$ cat src/rtl/updn_stage.sv
module updn_stage #(
  parameter int W = 4
) (
  input  logic         clk,
  input  logic         rst,
  input  logic         up_req,
  input  logic         dn_req,
  input  logic         load_n,
  input  logic [W-1:0] din,
  input  logic         div_en,
  output logic [W-1:0] count,
  output logic         tc_up_n,
  output logic         tc_dn_n
);
  localparam logic [W-1:0] ALL1 = {W{1'b1}};
  localparam logic [W-1:0] ONE  = W'(1);
  localparam logic [W-1:0] ZERO = '0;

  logic up_only, dn_only, at_top, at_one, at_zero, reload;

  assign up_only = up_req & ~dn_req;
  assign dn_only = dn_req & ~up_req;
  assign at_top  = (count == ALL1);
  assign at_one  = (count == ONE);
  assign at_zero = (count == ZERO);
  assign reload  = div_en & dn_only & at_one;

  assign tc_up_n = ~(up_only & at_top);
  assign tc_dn_n = ~(dn_only & (div_en ? at_one : at_zero));

  always_ff @(posedge clk) begin
    if (rst)                  count <= ZERO;
    else if (!load_n || reload) count <= din;
    else if (up_only)         count <= count + ONE;
    else if (dn_only)         count <= count - ONE;
  end

  a_r5_reset_clears: assert property (@(posedge clk) rst |=> count == ZERO);

  a_r4_load_copies: assert property (@(posedge clk) disable iff (rst)
    !load_n |=> count == $past(din));

  a_r1_step_up: assert property (@(posedge clk) disable iff (rst)
    (load_n && up_req && !dn_req) |=> count == W'($past(count) + ONE));

  a_r2_step_down: assert property (@(posedge clk) disable iff (rst)
    (load_n && dn_req && !up_req && !(div_en && count == ONE)) |=> count == W'($past(count) - ONE));

  a_r3_hold: assert property (@(posedge clk) disable iff (rst)
    (load_n && (up_req == dn_req)) |=> $stable(count));

  a_r6_up_wrap: assert property (@(posedge clk) disable iff (rst)
    (!tc_up_n && load_n) |=> count == ZERO);

  a_r7_down_wrap: assert property (@(posedge clk) disable iff (rst)
    (!tc_dn_n && !div_en && load_n) |=> count == ALL1);

  a_r8_div_reload: assert property (@(posedge clk) disable iff (rst)
    (!tc_dn_n && div_en) |=> count == $past(din));

  a_r9_tc_exclusive: assert property (@(posedge clk) disable iff (rst)
    $onehot0({~tc_up_n, ~tc_dn_n}));
endmodule

$ cat config.mk
export PLATFORM = sky130hd
export DESIGN_NAME = updn_stage
export DESIGN_NICKNAME = d
export VERILOG_FILES = /design/src/rtl/updn_stage.sv
export SDC_FILE = /design/constraint.sdc
export NUM_CORES = 1
export LEC_CHECK = 0
export CORE_AREA = 2 2 39 41
export CTS_CLUSTER_SIZE = 30
export DETAILED_ROUTE_END_ITERATION = 8
export DIE_AREA = 0 0 41 43
export PLACE_DENSITY = 0.66
export RECOVER_POWER = 50
export SLEW_MARGIN = 10
export SYNTH_ARGS = -nofsm -noshare
export SYNTH_HDL_FRONTEND = slang
export SYNTH_SLANG_ARGS = --single-unit
$ cat constraint.sdc
create_clock -name clk -period 1.52 [get_ports clk]
set_clock_uncertainty 0.05 [all_clocks]
set_input_delay 0.152 -clock clk [delete_from_list [all_inputs] [get_ports clk]]
set_output_delay 0.152 -clock clk [all_outputs]
set_load 0.03 [all_outputs]
==> results of run 1 <==
## tightest hold or removal path, cell delays in order
cell	delay, ns
clkdlybuf4s50_1	0.40
nor2_1	0.10
a211oi_1	0.05
## cell usage after synthesis, types with 2 or more instances
library cell	count
nor2_1	7
ha_1	6
inv_1	5
dfxtp_1	4
xnor2_1	3
a211oi_1	2
mux2i_1	2
nand4_1	2
## area by class of cell
cell class | instances | area [um^2]
fill | 132 | 766
multi-input combinational | 30 | 290
timing repair buffer | 20 | 175
sequential | 4 | 88.8
clock buffer | 3 | 22.5
inverter | 5 | 21.3
tap | 16 | 20.0
## layer usage
metal / up-vias / wire length [um]
met5: - / 0
met4: 0 / 0
met3: 0 / 54
met2: 12 / 546
met1: 170 / 341
li1: 182 / -
## cell families (layout without fill, tap and decap cells)
| family | Yosys count | count (layout) | synth area share [%] |
|---|---|---|---|
| and+or+nand+nor | 11 | 11 | 15.0 |
| DFF | 4 | 4 | 23.4 |
| muxes | 3 | 3 | 9.16 |
| AOI/OAI and AO/OA | 6 | 6 | 14.6 |
| buffers and inverters | 5 | 28 | 5.50 |
| xor gates and xnor gates | 4 | 4 | 10.3 |
| adders and majority gates | 6 | 6 | 22.0 |
## power groups by stage
stage / logic, mW / clock network, mW / registers (mW)
2_1_floorplan: 0.0836 / 0 / 0.156
3_3_place_gp: 0.178 / 0 / 0.135
6_report: 0.199 / 0.131 / 0.136
3_5_place_dp: 0.181 / 0 / 0.135
5_1_grt: 0.216 / 0.153 / 0.139
4_1_cts: 0.192 / 0.138 / 0.134
## how the worst max path moves through the flow
stage,to,startpoint,slack (ns)
floorplan,count[0]$_SDFFE_PP0P_,count[1]$_SDFFE_PP0P_,0.04
global placement,count[3]$_SDFFE_PP0P_,dn_req,-0.34
detailed placement,count[3]$_SDFFE_PP0P_,dn_req,-0.38
CTS,tc_dn_n,count[1]$_SDFFE_PP0P_,0.01
global route,tc_dn_n,count[1]$_SDFFE_PP0P_,-0.05
finish,count[3]$_SDFFE_PP0P_,dn_req,-0.0002
## metrics by stage
stage	cell area (um^2)	setup slack (ns)
floorplan	353	0.0378
global placement	548	-0.336
detailed placement	548	-0.383
CTS	602	0.0133
global route	618	-0.0475
finish	618	-0.000250
## repair_timing
action | 4_1_cts | 5_1_grt
resized for setup | 15 | 4
buffers inserted | 1 | 0
hold buffers | 0 | 0
endpoints found under the setup margin | 5 | 2
pin swaps | 4 | 0
==> results.md, run 1 <==
* Worst hold path startpoint: din[1]
* Setup TNS Final at -0.000250 ns
* Worst Path Arrival at 1.63 ns
* Crit path time final at 1.52 ns
* Core box area at 0.00138 mm^2
* Combinational Power Share at 42.7%
* Fin crit share at 100%
* Final HPWL DP at 644 um
* R2r worst-path depth at 4
* Mapped Cells at 39
* DR vias/cell at 4.67
* Final core occ at 44.7%
* Nets at 80
* Most common library cell in the layout ignoring fill and taps: clkdlybuf4s50_1
* Clock-pin slew on the worst setup and hold paths at 0.04 ns
* Wire per inst at 12.1 um
* Syn. warnings at 0
* Netlist cell types at 16
* Fin cells at 78
* Pleak at 0.263 nW
* Gp weighted congestion at 0.637
* Initial antenna violation count at 0
* Switching share of total power at 34.0%
* TritonCTS Buffers at 3
* Crit path largest cell delay at 0.51 ns
* Clk pwr share at 28.1%
* Worst Setup End Kind: flop
* Post-synthesis instance area at 342 um^2
* VDD IR max at 0.312 mV
* Pwr/cell area at 753 mW/mm^2
* Vias at 364
* Layout cell share with drive strength beyond 1 at 38.7%
* Slew of the pin with the lowest slew margin at 0.365 ns
* Seq/Total Area, Yosys at 23.4%
* Cell Rows at 14
* CP required at 1.63 ns
* Worst hold stages at 3
* Residual DRC count at 0
* Most frequent cells in the layout: clkdlybuf4s50_1 (8), nor2_1 (7), buf_4 (6)
* First-pass GRT wire length at 1.32 mm
* Largest register by flop count: count
* Buf/Inv on CP at 2
* RSZ-0062 raised after global routing: yes
* Synth top area cells: dfxtp_1 (23%), ha_1 (22%), nor2_1 (7.7%)
* R2r endpoint: count[3]$_SDFFE_PP0P_
* Worst hold endpoint: count[1]$_SDFFE_PP0P_
* Fin. max-slew vios at 0
* Hold Crit Class: input pin to flop
* Synthesized area per cell at 8.76 um^2
* Grt met1 use at 10.2%
* Port Buffer Count at 15
* Tot Pwr at 0.465 mW
* EDFF count, synth at 0
* Cell accounting for the most synthesized area: dfxtp_1
* Worst hold slack at 0.468 ns
* Synth Register Bits at 4
* Initial Util at 24.7%
* Setup crit start kind: input pin
* Clock tree buffer depth at 2
* Hold Fails Final Rpt at 0
* Outcome: finished, violations left
* Internal Power at 0.307 mW
* Peak fanout along the critical path at 2
* Clk root buf: clkbuf_4
* Min setup slack post-route at -0.000250 ns
* CTS tree: yes
* Ys flop type: dfxtp_1
* R2R Setup Slk at 0.03 ns
* First-pass iteration count of the detailed router at 4
* DIE AREA at 0.00176 mm^2
* Setup Viol. Count Final at 1
* Number of flip-flops under the largest register name at 4
* Insertion delay to the later sink of the worst-skew pair at 0.23 ns
* Critical path class: input pin to flop
* Max Freq at 658 MHz
* Vias in the first global route at 365
* Die H at 43 um
* Asr flop ratio synth at 0%
* GRT busiest layer: met2
* GRT Residual Overflow at 0
* P_sw at 0.158 mW
* Critical-path cell list: dlygate4sd2_1, inv_1, ha_2, or4_4, a21oi_2, xnor2_1, a211oi_2
* N_diodes at 0
* Clock sink total at 4
* Slowest CP cell: or4_4
* Post-synth top area share at 23.4%
* Met2 Usage GRT at 18.8%
* Top Registers: count (4)
* Reg-to-reg startpoint: count[1]$_SDFFE_PP0P_
* Routed WL at 942 um
* Reg power frac at 29.2%
* Htree depth at 1
* Met3 Track Usage GR at 5.76%
* Io pins at 16
* DIE WIDTH at 41 um
* Failing checks: negative setup slack
* Total Routing Usage GR at 11.3%
* Iter 0 DRT Violations at 3
* Critical path depth in cells at 7
* Maxcap violations at 0
* Largest net degree at the start of global routing at 7
* Placed instance count at 74
* Syn_nets at 55
* Slew margin rel. at 75.8%
* CP top delay family: simple AND/OR/NAND/NOR gates
* Area Growth Syn to Fin at 81.0%
* Antenna-violating nets left at 0
Power figures use the tool's default switching activity.
==> inputs of run 2 (changes only) <==
--- a/config.mk
+++ b/config.mk
@@ -6,11 +6,11 @@
 export NUM_CORES = 1
 export LEC_CHECK = 0
 export CORE_AREA = 2 2 39 41
+export CTS_CLUSTER_DIAMETER = 60
 export CTS_CLUSTER_SIZE = 30
 export DETAILED_ROUTE_END_ITERATION = 8
 export DIE_AREA = 0 0 41 43
 export PLACE_DENSITY = 0.66
-export RECOVER_POWER = 50
 export SLEW_MARGIN = 10
 export SYNTH_ARGS = -nofsm -noshare
 export SYNTH_HDL_FRONTEND = slang
==> run 2 against run 1 <==
Compared with the run above: the run still ends with negative setup slack left; global-route usage unchanged; die area unchanged; critical path depth unchanged; fmax unchanged; count of clock-buffer cells in the layout unchanged; combinational power about the same; routed wire length increased by 0.21%.
==> results.md, run 2 (synthesized netlist as in run 1, its figures left out) <==
* First-pass GRT wire length at 1.32 mm (unchanged)
* Core box area at 0.00138 mm^2 (unchanged)
* Outcome: finished, violations left
* Wire per inst at 12.1 um (+0.21%)
* VDD IR max at 0.312 mV (about the same)
* Port Buffer Count at 15 (unchanged)
* Area Growth Syn to Fin at 83.5%
* Maxcap violations at 0 (unchanged)
* Antenna-violating nets left at 0 (unchanged)
* DIE AREA at 0.00176 mm^2 (unchanged)
* Final core occ at 45.3% (+0.63 points)
* Area of the multi-input gates at 290 um^2 (unchanged)
* Combinational Power Share at 43.1% (+0.4 points)
* Most frequent cells in the layout: clkdlybuf4s50_1 (8), nor2_1 (7), buf_4 (6)
* Min setup slack post-route at -0.000250 ns (unchanged)
* CTS tree: yes
* CP top delay family: simple AND/OR/NAND/NOR gates
* FF/Latch Area at 88.8 um^2 (unchanged)
* R2R Setup Slk at 0.03 ns (about the same)
* Pleak at 0.279 nW (+6.2%)
* DR vias/cell at 4.67 (unchanged)
* Layout cell share with drive strength beyond 1 at 38.7% (unchanged)
* Final HPWL DP at 644 um (unchanged)
* Pwr/cell area at 747 mW/mm^2 (-0.77%)
* Top Registers: count (4)
* Vias in the first global route at 365 (unchanged)
* Insertion delay to the later sink of the worst-skew pair at 0.23 ns (about the same)
* Crit path time final at 1.52 ns (unchanged)
* N_diodes at 0 (unchanged)
* Cell Rows at 14 (unchanged)
* Most common library cell in the layout ignoring fill and taps: clkdlybuf4s50_1
* Clk root buf: clkbuf_4
* Hold Fails Final Rpt at 0 (unchanged)
* CP required at 1.63 ns (about the same)
* Crit path largest cell delay at 0.51 ns (about the same)
* Peak fanout along the critical path at 2 (unchanged)
* Initial antenna violation count at 0 (unchanged)
* Failing checks: negative setup slack
* Total Routing Usage GR at 11.3% (unchanged)
* Number of fill cells in the layout at 131 (-0.76%)
* First-pass iteration count of the detailed router at 4 (unchanged)
* Vias at 364 (unchanged)
* Internal Power at 0.310 mW (+0.98%)
* Largest register by flop count: count
* Gp weighted congestion at 0.637 (unchanged)
* Initial Util at 24.7% (unchanged)
* Htree depth at 1 (unchanged)
* Iter 0 DRT Violations at 3 (unchanged)
* DIE WIDTH at 41 um (unchanged)
* Io pins at 16 (unchanged)
* P_sw at 0.158 mW (about the same)
* Residual DRC count at 0 (unchanged)
* Switching share of total power at 33.8% (-0.22 points)
* Fin crit share at 100% (unchanged)
* Slew margin rel. at 78.8% (+3.0 points)
* Fin. max-slew vios at 0 (unchanged)
* Setup Viol. Count Final at 1 (unchanged)
* TritonCTS Buffers at 3 (unchanged)
* Critical-path cell list: dlygate4sd2_1, inv_1, ha_2, or4_4, a21oi_2, xnor2_1, a211oi_2
* Clock sink total at 4 (unchanged)
* Setup crit start kind: input pin
* Worst hold slack at 0.468 ns (unchanged)
* Worst Setup End Kind: flop
* Clock-pin slew on the worst setup and hold paths at 0.04 ns (about the same)
* Final Instance Area at 627 um^2 (+1.4%)
* Slowest CP cell: or4_4
* Nets at 80 (unchanged)
* Clock tree buffer depth at 2 (unchanged)
* GRT Residual Overflow at 0 (unchanged)
* Clk pwr share at 28.0% (about the same)
* Die H at 43 um (unchanged)
* RSZ-0062 raised after global routing: yes
* Critical path class: input pin to flop
* Max Freq at 658 MHz (unchanged)
* Buf/Inv on CP at 2 (unchanged)
* Reg power frac at 29.0% (-0.2 points)
* Area after DPL at 548 um^2 (unchanged)
* Worst Path Arrival at 1.63 ns (about the same)
* Slew of the pin with the lowest slew margin at 0.317 ns (-0.0476 ns)
* Routed WL at 944 um (+0.21%)
* Hold Crit Class: input pin to flop
* Number of flip-flops under the largest register name at 4 (unchanged)
* Largest net degree at the start of global routing at 7 (unchanged)
[run 2: routing by layer]
metal | wire (um) | share of wire (%) | GRT usage [%]
met5 | 0 | 0 | 0
met4 | 0 | 0 | 6.67
met3 | 51 | 5.4 | 5.76
met2 | 546 | 58 | 18.8
met1 | 346 | 37 | 10.2
[run 2: final timing paths]
check	start	endpoint	cells past startpoint
worst max register to register	count[1]$_SDFFE_PP0P_	count[3]$_SDFFE_PP0P_	4
worst max-delay path	dn_req	count[3]$_SDFFE_PP0P_	7
worst min register to register	count[3]$_SDFFE_PP0P_	count[3]$_SDFFE_PP0P_	2
worst min-delay path	din[1]	count[1]$_SDFFE_PP0P_	3
[run 2: worst reg2reg max path: stages, from the launching register on]
cell	delay, ns
dfxtp_4	0.36
or4_4	0.54
a21oi_2	0.17
xnor2_1	0.10
a211oi_2	0.20
[run 2: power groups by stage]
stage	logic (mW)	registers, mW	clock network, mW
floorplan	0.0836	0.156	0
global placement	0.178	0.135	0
detailed placement	0.181	0.135	0
CTS	0.192	0.134	0.138
global route	0.219	0.139	0.153
finish	0.202	0.136	0.131
[run 2: cell type report]
cell class / count / area share [%]
multi-input combinational: 30 / 46.3
timing repair buffer: 20 / 29.3
sequential: 4 / 14.2
clock buffer: 3 / 3.59
inverter: 5 / 3.39
tap: 16 / 3.19
[run 2: metrics by stage]
step                      cells  setup TNS, ns  setup WS, ns  power (mW)
final                        78      -0.000250     -0.000250       0.468
after global routing         78        -0.0942       -0.0475       0.510
after CTS                    78              0        0.0133       0.464
after detailed placement     74         -0.884        -0.383       0.316
after global placement       74         -0.688        -0.336       0.313
after floorplan              39              0        0.0378       0.239
[run 2: timing repair]
item                                    4_1_cts  5_1_grt
hold endpoints to repair                      0        0
pin swaps                                     4        0
gates resized for setup                      15        4
cloned                                        0        0
setup buffers                                 1        0
endpoints found under the setup margin        5        2
hold buffers                                  0        0
